### src/rtl/ictl_pkg.sv
package ictl_pkg;

    typedef enum logic [1:0] {
        MODE_OFF = 2'd0,
        MODE_LEG = 2'd1,
        MODE_EXT = 2'd2
    } ictl_mode_e;

    localparam int EN_BIT   = 11;
    localparam int EXT_BIT  = 10;
    localparam int BOOT_BIT = 8;
    localparam int PAGE_LSB = 12;

    localparam logic [11:0] OFS_ID   = 12'h020;
    localparam logic [11:0] OFS_VER  = 12'h030;
    localparam logic [11:0] OFS_PRIO = 12'h080;
    localparam logic [11:0] OFS_SPUR = 12'h0F0;

    localparam logic [8:0] SPUR_RST = 9'h0FF;

    function automatic ictl_mode_e mode_of(input logic en, input logic ext);
        if (!en)
            return MODE_OFF;
        else if (ext)
            return MODE_EXT;
        else
            return MODE_LEG;
    endfunction

endpackage

### src/rtl/ictl_wr_check.sv
module ictl_wr_check
    import ictl_pkg::*;
#(
    parameter int PA_WIDTH = 36
)(
    input  ictl_mode_e  cur_mode,
    input  logic [63:0] wdata,
    input  logic        ext_capable,
    output logic        bad,
    output ictl_mode_e  nxt_mode
);
    localparam logic [63:0] ADDR_MASK = ((64'd1 << PA_WIDTH) - 64'd1) & ~64'hFFF;
    localparam logic [63:0] CTRL_MASK = (64'd1 << EN_BIT) | (64'd1 << EXT_BIT) | (64'd1 << BOOT_BIT);
    localparam logic [63:0] RSVD_MASK = ~(ADDR_MASK | CTRL_MASK);

    logic rsvd_hit, bad_pair, no_cap, bad_path;

    always_comb begin
        nxt_mode = mode_of(wdata[EN_BIT], wdata[EXT_BIT]);
        rsvd_hit = |(wdata & RSVD_MASK);
        bad_pair = wdata[EXT_BIT] & ~wdata[EN_BIT];
        no_cap   = wdata[EXT_BIT] & ~ext_capable;
        bad_path = ((cur_mode == MODE_OFF) && (nxt_mode == MODE_EXT)) ||
                   ((cur_mode == MODE_EXT) && (nxt_mode == MODE_LEG));
        bad      = rsvd_hit | bad_pair | no_cap | bad_path;
    end
endmodule

### src/rtl/ictl_mmio_dec.sv
module ictl_mmio_dec
    import ictl_pkg::*;
#(
    parameter int          PA_WIDTH = 36,
    parameter logic [7:0]  VERSION  = 8'h14
)(
    input  logic [PA_WIDTH-1:0]  mm_addr,
    input  logic [PA_WIDTH-13:0] page,
    input  ictl_mode_e           cur_mode,
    input  logic [7:0]           id,
    input  logic [8:0]           spur,
    input  logic [3:0]           prio,
    input  logic                 mm_wr_en,
    output logic                 hit,
    output logic [31:0]          rdata,
    output logic                 id_we,
    output logic                 spur_we,
    output logic                 prio_we
);
    logic [11:0] ofs;
    logic        open_win;

    always_comb begin
        ofs      = mm_addr[PAGE_LSB-1:0];
        hit      = (mm_addr[PA_WIDTH-1:PAGE_LSB] == page);
        open_win = hit && (cur_mode == MODE_LEG);

        if (!hit)
            rdata = 32'h0;
        else if (!open_win)
            rdata = 32'hFFFF_FFFF;
        else begin
            case (ofs)
                OFS_ID:   rdata = {id, 24'h0};
                OFS_VER:  rdata = {24'h0, VERSION};
                OFS_PRIO: rdata = {24'h0, prio, 4'h0};
                OFS_SPUR: rdata = {23'h0, spur};
                default:  rdata = 32'h0;
            endcase
        end

        id_we   = open_win && mm_wr_en && (ofs == OFS_ID);
        spur_we = open_win && mm_wr_en && (ofs == OFS_SPUR);
        prio_we = open_win && mm_wr_en && (ofs == OFS_PRIO);
    end
endmodule

### src/rtl/ictl_xreg.sv
module ictl_xreg
    import ictl_pkg::*;
(
    input  ictl_mode_e  cur_mode,
    input  logic        sel,
    input  logic [7:0]  id,
    input  logic [8:0]  spur,
    output logic        bad,
    output logic [31:0] rdata
);
    always_comb begin
        bad = (cur_mode != MODE_EXT) || !sel;
        if (cur_mode != MODE_EXT)
            rdata = 32'hFFFF_FFFF;
        else if (sel)
            rdata = {23'h0, spur};
        else
            rdata = {24'h0, id};
    end
endmodule

### src/rtl/ictl_base_mode.sv
module ictl_base_mode
    import ictl_pkg::*;
#(
    parameter int          PA_WIDTH   = 36,
    parameter logic [63:0] RESET_BASE = 64'h0000_0000_FEE0_0000,
    parameter logic [7:0]  VERSION    = 8'h14,
    parameter logic [7:0]  INIT_ID    = 8'h03,
    parameter bit          BOOT_CORE  = 1'b1
)(
    input  logic                clk,
    input  logic                rst_n,
    input  logic                ext_capable,
    input  logic                base_wr_en,
    input  logic [63:0]         base_wdata,
    output logic                base_fault,
    output logic [63:0]         base_rdata,
    output logic [1:0]          mode,
    output logic [PA_WIDTH-1:0] base_addr,
    input  logic                prio_wr_en,
    input  logic [3:0]          prio_wdata,
    output logic [3:0]          prio_rdata,
    input  logic                mm_rd_en,
    input  logic                mm_wr_en,
    input  logic [PA_WIDTH-1:0] mm_addr,
    input  logic [31:0]         mm_wdata,
    output logic                mm_hit,
    output logic [31:0]         mm_rdata,
    input  logic                xr_wr_en,
    input  logic                xr_sel,
    input  logic [8:0]          xr_wdata,
    output logic                xr_fault,
    output logic [31:0]         xr_rdata
);
    localparam int PG_W = PA_WIDTH - PAGE_LSB;

    typedef struct packed {
        logic            en;
        logic            ext;
        logic            boot;
        logic [PG_W-1:0] page;
        logic [7:0]      id;
        logic [8:0]      spur;
        logic [3:0]      prio;
        logic            bfault;
        logic            xfault;
        logic            mhit;
        logic [31:0]     mrdata;
    } st_t;

    st_t        s_d, s_q;
    ictl_mode_e mode_q;
    ictl_mode_e wr_next;
    logic       wr_bad;
    logic       win_hit;
    logic [31:0] win_rdata;
    logic       id_we, spur_we, prio_we;
    logic       xr_bad;

    assign mode_q = mode_of(s_q.en, s_q.ext);

    ictl_wr_check #(.PA_WIDTH(PA_WIDTH)) chk_i (
        .cur_mode    (mode_q),
        .wdata       (base_wdata),
        .ext_capable (ext_capable),
        .bad         (wr_bad),
        .nxt_mode    (wr_next)
    );

    ictl_mmio_dec #(.PA_WIDTH(PA_WIDTH), .VERSION(VERSION)) dec_i (
        .mm_addr  (mm_addr),
        .page     (s_q.page),
        .cur_mode (mode_q),
        .id       (s_q.id),
        .spur     (s_q.spur),
        .prio     (s_q.prio),
        .mm_wr_en (mm_wr_en),
        .hit      (win_hit),
        .rdata    (win_rdata),
        .id_we    (id_we),
        .spur_we  (spur_we),
        .prio_we  (prio_we)
    );

    ictl_xreg xr_i (
        .cur_mode (mode_q),
        .sel      (xr_sel),
        .id       (s_q.id),
        .spur     (s_q.spur),
        .bad      (xr_bad),
        .rdata    (xr_rdata)
    );

    always_comb begin
        s_d        = s_q;
        s_d.bfault = 1'b0;
        s_d.xfault = xr_wr_en & xr_bad;
        s_d.mhit   = mm_rd_en & win_hit;
        s_d.mrdata = mm_rd_en ? win_rdata : 32'h0;

        if (id_we)
            s_d.id = mm_wdata[31:24];
        if (spur_we)
            s_d.spur = mm_wdata[8:0];
        if (xr_wr_en && !xr_bad)
            s_d.spur = xr_wdata;
        if (prio_we)
            s_d.prio = mm_wdata[7:4];
        if (prio_wr_en)
            s_d.prio = prio_wdata;

        if (base_wr_en) begin
            if (wr_bad) begin
                s_d.bfault = 1'b1;
            end else begin
                s_d.en   = base_wdata[EN_BIT];
                s_d.ext  = base_wdata[EXT_BIT];
                s_d.boot = base_wdata[BOOT_BIT];
                s_d.page = base_wdata[PA_WIDTH-1:PAGE_LSB];
                if ((wr_next == MODE_OFF) && (mode_q != MODE_OFF)) begin
                    s_d.spur = SPUR_RST;
                    s_d.id   = INIT_ID;
                end
            end
        end
    end

    always_ff @(posedge clk or negedge rst_n) begin
        if (!rst_n) begin
            s_q      <= '0;
            s_q.en   <= 1'b1;
            s_q.boot <= BOOT_CORE;
            s_q.page <= RESET_BASE[PA_WIDTH-1:PAGE_LSB];
            s_q.id   <= INIT_ID;
            s_q.spur <= SPUR_RST;
        end else begin
            s_q <= s_d;
        end
    end

    always_comb begin
        base_rdata                          = 64'h0;
        base_rdata[PA_WIDTH-1:PAGE_LSB]     = s_q.page;
        base_rdata[EN_BIT]                  = s_q.en;
        base_rdata[EXT_BIT]                 = s_q.ext;
        base_rdata[BOOT_BIT]                = s_q.boot;
    end

    assign base_addr  = {s_q.page, {PAGE_LSB{1'b0}}};
    assign mode       = mode_q;
    assign base_fault = s_q.bfault;
    assign prio_rdata = s_q.prio;
    assign mm_hit     = s_q.mhit;
    assign mm_rdata   = s_q.mrdata;
    assign xr_fault   = s_q.xfault;


    fault_keeps_word_chk: assert property (@(posedge clk) disable iff (!rst_n)
        base_fault |-> $stable(base_rdata));


    no_off_to_ext_chk: assert property (@(posedge clk) disable iff (!rst_n)
        ($past(mode_q) == MODE_OFF) |-> (mode_q != MODE_EXT));


    no_ext_to_leg_chk: assert property (@(posedge clk) disable iff (!rst_n)
        ($past(mode_q) == MODE_EXT) |-> (mode_q != MODE_LEG));


    ext_needs_cap_chk: assert property (@(posedge clk) disable iff (!rst_n)
        ((mode_q == MODE_EXT) && ($past(mode_q) != MODE_EXT)) |-> $past(ext_capable));


    off_entry_spur_chk: assert property (@(posedge clk) disable iff (!rst_n)
        ((mode_q == MODE_OFF) && ($past(mode_q) != MODE_OFF)) |-> (s_q.spur == SPUR_RST));


    xid_write_fault_chk: assert property (@(posedge clk) disable iff (!rst_n)
        (xr_wr_en && !xr_sel) |=> xr_fault);


    closed_window_keeps_id_chk: assert property (@(posedge clk) disable iff (!rst_n)
        (mm_wr_en && (mode_q != MODE_LEG) && !base_wr_en) |=> $stable(s_q.id));

endmodule

### config.mk
export PLATFORM = sky130hd
export DESIGN_NAME = ictl_base_mode
export DESIGN_NICKNAME = d
export VERILOG_FILES = /design/src/rtl/ictl_pkg.sv /design/src/rtl/ictl_wr_check.sv /design/src/rtl/ictl_mmio_dec.sv /design/src/rtl/ictl_xreg.sv /design/src/rtl/ictl_base_mode.sv
export SDC_FILE = /design/constraint.sdc
export NUM_CORES = 1
export LEC_CHECK = 0
export ABC_CLOCK_PERIOD_IN_PS = 4300
export BUFFER_PORTS_ARGS = -buffer_cell sky130_fd_sc_hd__buf_4
export CAP_MARGIN = 20
export CELL_PAD_IN_SITES_DETAIL_PLACEMENT = 1
export CELL_PAD_IN_SITES_GLOBAL_PLACEMENT = 1
export CORE_AREA = 2 2 129 131
export DETAILED_ROUTE_END_ITERATION = 6
export DIE_AREA = 0 0 131 133
export PLACE_DENSITY = 0.89
export SKIP_LAST_GASP = 1
export SLEW_MARGIN = 20
export SYNTH_ARGS = -nofsm -noshare
export SYNTH_HDL_FRONTEND = slang
export SYNTH_SLANG_ARGS = --single-unit
### constraint.sdc
create_clock -name clk -period 4.3 [get_ports clk]
set_input_delay 0.215 -clock clk [delete_from_list [all_inputs] [get_ports clk]]
set_output_delay 0.215 -clock clk [all_outputs]
set_load 0.02 [all_outputs]
==> flow_summary.yaml, run 1 <==
synthesis:
  postSynthAreaPerCell_sq_um: 10.36
  synth_flop_cell: "dfrtp_1"
  synth_top_area_share: 0.2722
  synth_seq_cells: 69
  yosys-top-cells-count: "110 x buf_4, 47 x dfrtp_1, 35 x nand2_1, 31 x mux2_2, 24 x xnor2_1"
  synth_cell_types: 40
  synthArstFlopShare: 1.000
  netlist_instances: 417
  yosysMostFrequentCell: "buf_4"
  synth_edf_count: 0
  syn-cell-area_sq_um: 4320
  yosysTopAreaCell: "dfrtp_1"
  yosysWarnings: 0
  seq_area_frac_synth: 0.4060
  ys_top_cells_by_area: "dfrtp_1 27%, buf_4 19%, dfstp_2 13%"
drt:
  drt-pass1-iter-count: 4
  drc_errors: 0
  wire_per_inst_microns: 16.67
  ant_nets: 0
  vias: 3609
  drt-total-wl_microns: 14090
  vias_per_cell: 4.271
  drtIter0Drc: 101
power:
  power_frac_clock: 0.504
  swShare: 0.2225
  power_density_nw_per_um2: 279.4
  power_switching_uw: 388.3
  p_int_uw: 1357
  pwr-share-comb: 0.118
  p_total_uw: 1745
  peakVddDrop_mv: 0.1997
  leakage_uw: 0.003232
  pwr-share-seq: 0.378
die:
  die-area_sq_um: 17420
  io_pins: 327
  fp-row-count: 47
  fp.dieH_microns: 133
  initial_core_util: 0.2672
  fp.dieW_microns: 131
  core_region_area_sq_um: 16170
setup_path:
  r2r_setup_slack_ns: 1.44
  endpoint: "s_q[47]$_DFF_PN0_"
  slowest_stage: "nor2b_1"
  reg2reg_to: "s_q[47]$_DFF_PN0_"
  crit_path_start: "base_rdata[11]$_DFFE_PN1P_"
  end_kind: "flop"
  crit_path_max_fanout: 11
  crit_path_start_kind: "flop"
  cp.arrival_ns: 3.05
  cp_data_required_time_ns: 4.49
  crit_chain: "nor2b_1 > and2_1 > and4_1 > mux2i_1 > a211oi_2"
  r2r_cells: 5
  max_stage_delay_ns: 0.63
  crit_type: "flop to flop"
  reg2reg_from: "base_rdata[11]$_DFFE_PN1P_"
place:
  pre_cts_ws_ns: 1.444
  place.port_buffers: 262
  place_hpwl_microns: 11220
  gp_congestion: 0.7168
global_route:
  track_usage: 0.1571
  antenna_found_initial: 0
  grt_max_degree: 70
  grt_overflow: 0
  grt_pass1_vias: 3852
  grt_pass1_wl_microns: 20530
sta:
  finalHoldViolations: 0
  fmax_ghz: 0.3498
  rsz0062_at_grt: "no"
  tns_ns: 0
  maxSlewViolCount: 0
  timing.final.ws_setup_ns: 1.441
  fin_skew_ns: 0.007925
  slew_headroom: 0.4002
  tightestPinTransition_ns: 0.8996
  final.min_clock_period_ns: 2.859
  setup_viol: 0
  min_period_over_period: 0.6648
final_layout:
  fin_nets: 774
  drive_above_1_share: 0.5568
  syn2layout_area_growth_pct: 44.57
  antenna_cells: 0
cts:
  hold_buffers: 0
  cts_setup_buffers: 0
  clockRootBuffer: "clkbuf_16"
  clock_sinks: 69
  cts-buffers-inserted: 9
  clockBufferDepth: 2
  cts_tree: "built"
  clk_latency_ns: 0.34
  cts_resized: 0
  clk_pin_slew_ns: 0.06
  h-tree-depth: 3
run_status:
  outcome: "finished, final reports clean"
worst_hold_path:
  min_path_type: "input pin to asynchronous set/reset pin"
job:
  max_cap_violations: 0
## how the worst min path moves through the flow
stage               slack (ns)  start                         to
floorplan                -0.08  rst_n  base_addr[12]$_DFFE_PN0P_
global placement          0.40  rst_n      mm_rdata[7]$_DFF_PN0_
detailed placement        0.40  rst_n      mm_rdata[4]$_DFF_PN0_
CTS                       0.03  rst_n     mm_rdata[25]$_DFF_PN0_
global route              0.08  rst_n     mm_rdata[25]$_DFF_PN0_
finish                    0.01  rst_n      mm_rdata[0]$_DFF_PN0_
## cell families (layout without fill, tap and decap cells)
group | after synthesis | in the layout | share of synthesized area
buffers and inverters | 132 | 292 | 0.2120
AND/OR/NAND/NOR | 92 | 92 | 0.1295
flip-flops | 69 | 69 | 0.4060
multiplexers | 52 | 52 | 0.1306
AO/OA/AOI/OAI | 47 | 47 | 0.07240
XOR/XNOR | 24 | 24 | 0.04865
other | 1 | 49 | 0.0008680
## worst max-delay path: cells and delay by family, from the launching register on
| kind | cells | cell delay (ns) |
|---|---|---|
| multiplexers | 1 | 0.26 |
| AND/OR/NAND/NOR | 3 | 1.77 |
| flip-flops | 1 | 0.59 |
| AO/OA/AOI/OAI | 1 | 0.08 |
## area by class of cell
type | instances | area [sq um]
Timing Repair Buffer | 266 | 1997
Clock inverter | 4 | 95.09
Clock buffer | 12 | 256.5
Inverter | 10 | 37.54
Fill cell | 1867 | 9926
Tap cell | 220 | 275.3
Multi-Input combinational cell | 264 | 1831
Sequential cell | 69 | 1754
## metrics by stage
stage          std cells  utilization  hold slack, ns  instance area (sq um)
3_3_place_gp         829       0.3645          0.4014                   5894
5_1_grt              845       0.3862         0.07502                   6246
4_1_cts              845       0.3862         0.02805                   6246
3_5_place_dp         829       0.3645          0.4011                   5894
2_1_floorplan        465            -        -0.08059                   4501
6_report             845       0.3862         0.01177                   6246
## power groups by stage
stage               Clock, uW  Sequential [uW]  Combinational (uW)
floorplan                   0              675                 102
finish                    880              659                 206
global route              926              660                 222
global placement            0              670                 202
detailed placement          0              670                 206
CTS                       907              659                 207
## per-layer routing
layer,wire (microns),track usage
met5,0,0
met4,248,0.04846
met3,1109,0.04488
met2,7406,0.2847
met1,5324,0.1752
## placed cells by master (no fill, tap or decap), types with 9 or more instances in the layout
cell | netlist | layout
a21oi_1 | 14 | 14
a41oi_1 | 9 | 9
buf_4 | 110 | 266
clkbuf_16 | 0 | 9
conb_1 | 1 | 49
dfrtp_1 | 47 | 47
dfstp_2 | 22 | 22
inv_1 | 10 | 10
mux2_2 | 31 | 31
mux2i_1 | 17 | 17
nand2_1 | 35 | 35
nor2_1 | 18 | 18
xnor2_1 | 24 | 24
## sequential cells by signal, indices dropped and copies added (netlist names)
signal / count
mm_hit: 1
prio_rdata: 4
base_addr: 24
base_fault: 1
mm_rdata: 18
base_rdata: 3
s_q: 17
xr_fault: 1
Note: power is estimated with default switching activity, not from simulation.
==> run 2: changes to the inputs <==
--- a/config.mk
+++ b/config.mk
@@ -5,15 +5,16 @@
 export SDC_FILE = /design/constraint.sdc
 export NUM_CORES = 1
 export LEC_CHECK = 0
-export ABC_CLOCK_PERIOD_IN_PS = 4300
+export ABC_AREA = 1
+export ABC_CLOCK_PERIOD_IN_PS = 2320
 export BUFFER_PORTS_ARGS = -buffer_cell sky130_fd_sc_hd__buf_4
 export CAP_MARGIN = 20
 export CELL_PAD_IN_SITES_DETAIL_PLACEMENT = 1
 export CELL_PAD_IN_SITES_GLOBAL_PLACEMENT = 1
-export CORE_AREA = 2 2 129 131
+export CORE_MARGIN = 2
+export CORE_UTILIZATION = 25
 export DETAILED_ROUTE_END_ITERATION = 6
-export DIE_AREA = 0 0 131 133
-export PLACE_DENSITY = 0.89
+export PLACE_DENSITY = 0.88
 export SKIP_LAST_GASP = 1
 export SLEW_MARGIN = 20
 export SYNTH_ARGS = -nofsm -noshare
==> constraint.sdc (replaced) <==
create_clock -name clk -period 2.32 [get_ports clk]
set_input_delay 0.116 -clock clk [delete_from_list [all_inputs] [get_ports clk]]
set_output_delay 0.116 -clock clk [all_outputs]
set_load 0.02 [all_outputs]
==> flow_summary.yaml, run 2 <==
setup_path:
  slowest_stage: "dfstp_2"
  timing.critical_path.mode_cell: "nand2_1"
  cp_data_required_time_ns: 2.59
  end_kind: "flop"
  cp.arrival_ns: 2.31
  crit_chain: "inv_1 > nand2_1 > nand2_1 > nor2_1 > nand2_1 > nor2_1 > nand2_1 > nor2_4 > nand3_2 > nand2_1 > nand2_1 > nor2_1"
  crit_path_max_fanout: 14
  crit_path_start: "base_addr[26]$_DFFE_PN1P_"
  reg2reg_from: "base_addr[26]$_DFFE_PN1P_"
  crit_type: "flop to flop"
  crit_path_start_kind: "flop"
  max_stage_delay_ns: 0.55
final_layout:
  syn2layout_area_growth_pct: 40.64
  utilization: 0.3607
  fillCellCount: 2399
  fin_nets: 1025
  layout_common_cells: "268 x buf_4, 156 x nand2_1, 86 x inv_1"
  final_common_cell: "buf_4"
  drive_above_1_share: 0.3790
  largest_reg_flops: 24
die:
  core_region_area_sq_um: 18890
  fp.dieH_microns: 143.2
  io_pins: 327
  die-area_sq_um: 20510
  fp.dieW_microns: 143.2
  fp-row-count: 50
  initial_core_util: 0.2565
synthesis:
  syn-cell-area_sq_um: 4846
  synth_cell_types: 39
  synth_edf_count: 0
  postSynthAreaPerCell_sq_um: 7.298
  netlist_instances: 664
  synth_flop_cell: "dfrtp_1"
  yosysWarnings: 0
  yosys-top-cells-count: "156 x nand2_1, 113 x buf_4, 86 x inv_1, 66 x nor2_1, 47 x dfrtp_1"
  ys_top_cells_by_area: "dfrtp_1 24%, buf_4 18%, nand2_1 12%"
  synthArstFlopShare: 1.000
  synth_seq_cells: 69
  yosysMostFrequentCell: "nand2_1"
  synth_top_area_share: 0.2427
  seq_area_frac_synth: 0.3620
  yosysTopAreaCell: "dfrtp_1"
worst_hold_path:
  min_path_type: "input pin to flop"
  hold_path.startpoint: "base_wdata[13]"
sta:
  setup_viol: 0
  rsz0062_at_grt: "no"
  fmax_ghz: 0.4891
  maxSlewViolCount: 0
  final.min_clock_period_ns: 2.045
  timing.final.ws_setup_ns: 0.2755
  tns_ns: 0
  min_period_over_period: 0.8813
  finalHoldViolations: 0
  holdWs_ns: 0.01656
  tightestPinTransition_ns: 0.9367
  slew_headroom: 0.3756
  fin_skew_ns: 0.006824
global_route:
  grt_max_degree: 70
  track_usage: 0.1561
  antenna_found_initial: 1
  grt_pass1_vias: 4824
  grt_overflow: 0
  grt_pass1_wl_microns: 24760
cts:
  clockBufferDepth: 2
  clk_pin_slew_ns: 0.06
  clk_latency_ns: 0.34
  clockRootBuffer: "clkbuf_16"
  cts-buffers-inserted: 9
  clock_sinks: 69
  h-tree-depth: 3
  cts_tree: "built"
drt:
  wl_met1_microns: 6570
  wl_met3_microns: 1105
  met2_length_microns: 8535
  drt-pass1-iter-count: 4
  vias: 4781
  routed.top_layer: "met4"
  ant_nets: 0
  vias_per_cell: 4.205
  wire_per_inst_microns: 14.75
  drc_errors: 0
  drt-total-wl_microns: 16770
  drtIter0Drc: 174
power:
  power_density_nw_per_um2: 460.7
  peakVddDrop_mv: 0.3118
  leakage_uw: 0.003818
place:
  pre_cts_ws_ns: 0.1982
  place_hpwl_microns: 13350
  place.port_buffers: 262
  gp_congestion: 0.8390
run_status:
  outcome: "finished, final reports clean"
job:
  max_cap_violations: 0
==> run 2: cell count changes in the layout (fill, tap and decap cells not counted), moves of 7 or more <==
cell | before | now
o21ai_0 | 8 | 26
nand4_1 | 8 | 15
inv_2 | 0 | 9
nand2_1 | 35 | 156
xnor2_1 | 24 | 10
o31ai_1 | 0 | 9
nor2_1 | 18 | 66
a211oi_1 | 8 | 0
mux2i_1 | 17 | 0
a41oi_1 | 9 | 1
a21oi_1 | 14 | 23
mux2_2 | 31 | 0
nand3_1 | 1 | 32
inv_1 | 10 | 86
==> run 2: power by group <==
group / switching (uW) / leakage (uW) / internal [uW]
clock: 555 / 0.000156 / 942
sequential: 8.12 / 0.000802 / 1210
combinational: 222 / 0.00286 / 199
==> run 2: stage by stage <==
stage / total power [uW] / cells / instance area, sq um
3_5_place_dp: 1658 / 1115 / 6441
5_1_grt: 3281 / 1136 / 6813
3_3_place_gp: 1647 / 1115 / 6441
2_1_floorplan: 1467 / 712 / 5026
4_1_cts: 3196 / 1136 / 6808
6_report: 3140 / 1137 / 6815
==> run 2: path summary, 6_finish.rpt <==
path / slack (ns) / endpoint / depth (start not counted)
worst max-delay path: 0.28 / s_q[53]$_DFF_PN0_ / 12
worst min-delay path: 0.02 / base_addr[13]$_DFFE_PN0P_ / 3
worst max register to register: 0.28 / s_q[53]$_DFF_PN0_ / 12
worst min register to register: 0.47 / base_rdata[8]$_DFFE_PN1P_ / 2
max in group asynchronous: 1.24 / base_addr[13]$_DFFE_PN0P_ / 2
min in group asynchronous: 0.47 / mm_rdata[6]$_DFF_PN0_ / 2
==> run 2: logic make-up (layout without fill, tap and decap cells) <==
logic type                after synthesis  in the layout  synth area share
xor gates and xnor gates               15             15           0.02711
buffers and inverters                 221            385            0.2646
other                                   1             50         0.0007739
AOI/OAI and AO/OA                      66             66           0.07643
DFF                                    69             69            0.3620
and+or+nand+nor                       292            292            0.2690
==> run 2: final cells by class <==
class                           count  area, sq um  share of cell area
Clock buffer                       10        229.0             0.03360
Timing Repair Buffer              273         2062              0.3026
Clock inverter                      6        87.58             0.01285
Antenna cell                        1        2.502           0.0003672
Inverter                           96        360.3             0.05287
Multi-Input combinational cell    422         1994              0.2926
Tap cell                          260        325.3             0.04773
Sequential cell                    69         1754              0.2574
==> run 2: timing repair <==
action | in CTS | in global routing
hold buffers | 5 | 0
buffers inserted | 0 | 0
resized for setup | 0 | 1
endpoints found under the hold margin | 51 | 0
endpoints found under the setup margin | 0 | 7
==> run 2: worst max-delay path: cells and delay by family, from the launching register on <==
family / cells / cell delay [ns]
flops: 1 / 0.55
simple gates: 11 / 1.36
buf+inv: 1 / 0.05
==> run 2: per-layer routing <==
layer  vias to the layer above  GRT usage
li1                       2314          -
met1                      2243     0.1801
met2                       192     0.2813
met3                        32    0.02616
met4                         0    0.07172
met5                         -          0
==> run 3: changes to the inputs <==
==> constraint.sdc (replaced) <==
create_clock -name clk -period 2.32 [get_ports clk]
set_input_delay 0.232 -clock clk [delete_from_list [all_inputs] [get_ports clk]]
set_output_delay 0.232 -clock clk [all_outputs]
set_load 0.02 [all_outputs]
==> flow_summary.yaml, run 3 (synthesis results as in run 2) <==
sta:
  tns_ns: 0
  tightestPinTransition_ns: 0.9258
  timing.final.ws_setup_ns: 0.2202
  slew_headroom: 0.3828
  final.min_clock_period_ns: 2.100
  maxSlewViolCount: 0
  min_period_over_period: 0.9051
  setup_viol: 0
  finalHoldViolations: 0
  fin_skew_ns: 0.007726
  rsz0062_at_grt: "yes"
  fmax_ghz: 0.4762
drt:
  drc_errors: 0
  drt-pass1-iter-count: 4
  vias: 4750
  drt-total-wl_microns: 16530
  ant_nets: 0
  vias_per_cell: 4.196
  drtIter0Drc: 139
  wire_per_inst_microns: 14.60
setup_path:
  cp_num_buf_inv: 2
  reg2reg_from: "base_addr[26]$_DFFE_PN1P_"
  max_stage_delay_ns: 0.56
  crit_path_start: "base_addr[26]$_DFFE_PN1P_"
  cp.depth: 13
  cp.arrival_ns: 2.38
  endpoint: "prio_rdata[0]$_DFFE_PN0P_"
  crit_path_start_kind: "flop"
  path_delay_family: "simple AND/OR/NAND/NOR gates"
  r2r_cells: 13
  r2r_setup_slack_ns: 0.22
  crit_path_max_fanout: 10
  reg2reg_to: "prio_rdata[0]$_DFFE_PN0P_"
  slowest_stage: "dfstp_2"
  crit_chain: "inv_1 > nand2_1 > nand2_1 > nor2_1 > nand2_1 > nor2_1 > nand2_1 > nor2_4 > buf_4 > nand3_4 > nand2_2 > nand2_1 > nand2_1"
  cp_data_required_time_ns: 2.60
  end_kind: "flop"
  timing.critical_path.mode_cell: "nand2_1"
  crit_type: "flop to flop"
power:
  power_switching_uw: 792.3
  leakage_uw: 0.003782
  peakVddDrop_mv: 0.3332
  p_int_uw: 2277
  pwr-share-seq: 0.398
  power_density_nw_per_um2: 453.6
  pwr-share-comb: 0.134
  power_frac_clock: 0.467
  swShare: 0.2582
cts:
  h-tree-depth: 3
  clk_latency_ns: 0.34
  clock_sinks: 69
  cts_tree: "built"
  clk_pin_slew_ns: 0.06
  clockRootBuffer: "clkbuf_16"
  cts-buffers-inserted: 9
  clockBufferDepth: 2
  cts_setup_buffers: 0
final_layout:
  largest_reg_flops: 24
  syn2layout_area_growth_pct: 39.61
  final_cells: 1132
  drive_above_1_share: 0.3823
  final_common_cell: "buf_4"
  fin_nets: 1020
  fillCellCount: 2382
  layout_common_cells: "268 x buf_4, 156 x nand2_1, 86 x inv_1"
die:
  io_pins: 327
  initial_core_util: 0.2565
  die-area_sq_um: 20510
  core_region_area_sq_um: 18890
  fp.dieH_microns: 143.2
  fp-row-count: 50
  fp.dieW_microns: 143.2
place:
  gp_congestion: 0.8311
  numPlacedInstances: 1115
  pre_cts_ws_ns: 0.1865
  place.port_buffers: 262
  place_hpwl_microns: 13440
global_route:
  grt_overflow: 0
  antenna_found_initial: 1
  grt_pass1_vias: 4837
  grt_pass1_wl_microns: 24540
  grt_max_degree: 70
  track_usage: 0.1551
job:
  max_cap_violations: 0
run_status:
  outcome: "finished, final reports clean"
worst_hold_path:
  min_path_type: "input pin to asynchronous set/reset pin"
[run 3: stage by stage]
step           cell area, sq um  hold slack [ns]    util  total power, uW
6_report                   6765          0.02846  0.3581             3069
5_1_grt                    6763          0.09062  0.3579             3214
4_1_cts                    6750          0.06441  0.3573             3129
3_5_place_dp               6441           0.4369  0.3409             1657
3_3_place_gp               6441           0.4354  0.3409             1646
2_1_floorplan              5026         -0.06359       -             1467
[run 3: what timing repair did]
action,4_1_cts,5_1_grt
endpoints found under the setup margin,0,14
gates resized for setup,0,2
hold buffers,0,0
[run 3: worst reg2reg max path, cell delays in order, from the launching register on]
cell     delay [ns]
dfstp_2        0.56
inv_1          0.06
nand2_1        0.06
nand2_1        0.06
nor2_1         0.13
nand2_1        0.07
nor2_1         0.19
nand2_1        0.13
nor2_4         0.18
buf_4          0.24
nand3_4        0.11
nand2_2        0.12
nand2_1        0.08
nand2_1        0.06
[run 3: power by group through the flow]
| stage | clock (uW) | combinational [uW] | sequential, uW |
|---|---|---|---|
| floorplan | 0 | 214 | 1250 |
| global placement | 0 | 404 | 1240 |
| detailed placement | 0 | 414 | 1240 |
| CTS | 1490 | 415 | 1220 |
| global route | 1540 | 453 | 1220 |
| finish | 1430 | 412 | 1220 |
[run 3: layout make-up]
type                    count  area, sq um  share of cell area
multi-input cells         422         2002              0.2959
well taps                 260        325.3             0.04809
clock inverters             6        70.07             0.01036
inverters                  96        360.3             0.05326
diodes                      1        2.502           0.0003699
clock buffers              10        239.0             0.03532
flip-flops and latches     69         1754              0.2593
repair buffers            268         2012              0.2974
[run 3: worst min-delay path by stage]
stage	start	endpoint	slack [ns]	depth (start not counted)
floorplan	rst_n	base_addr[12]$_DFFE_PN0P_	-0.06	0
global placement	rst_n	mm_rdata[4]$_DFF_PN0_	0.44	1
detailed placement	rst_n	mm_rdata[5]$_DFF_PN0_	0.44	1
CTS	rst_n	mm_rdata[5]$_DFF_PN0_	0.06	1
global route	rst_n	mm_rdata[5]$_DFF_PN0_	0.09	1
finish	rst_n	mm_rdata[5]$_DFF_PN0_	0.03	1
[run 3: layer usage]
layer / wire length (microns) / part of all wire / up-vias / GRT usage
met2: 8419 / 0.51 / 178 / 0.2740
met5: 0 / 0 / - / 0
met4: 577 / 0.035 / 0 / 0.07585
met3: 1024 / 0.062 / 32 / 0.02582
li1: - / - / 2301 / -
met1: 6506 / 0.39 / 2239 / 0.1817
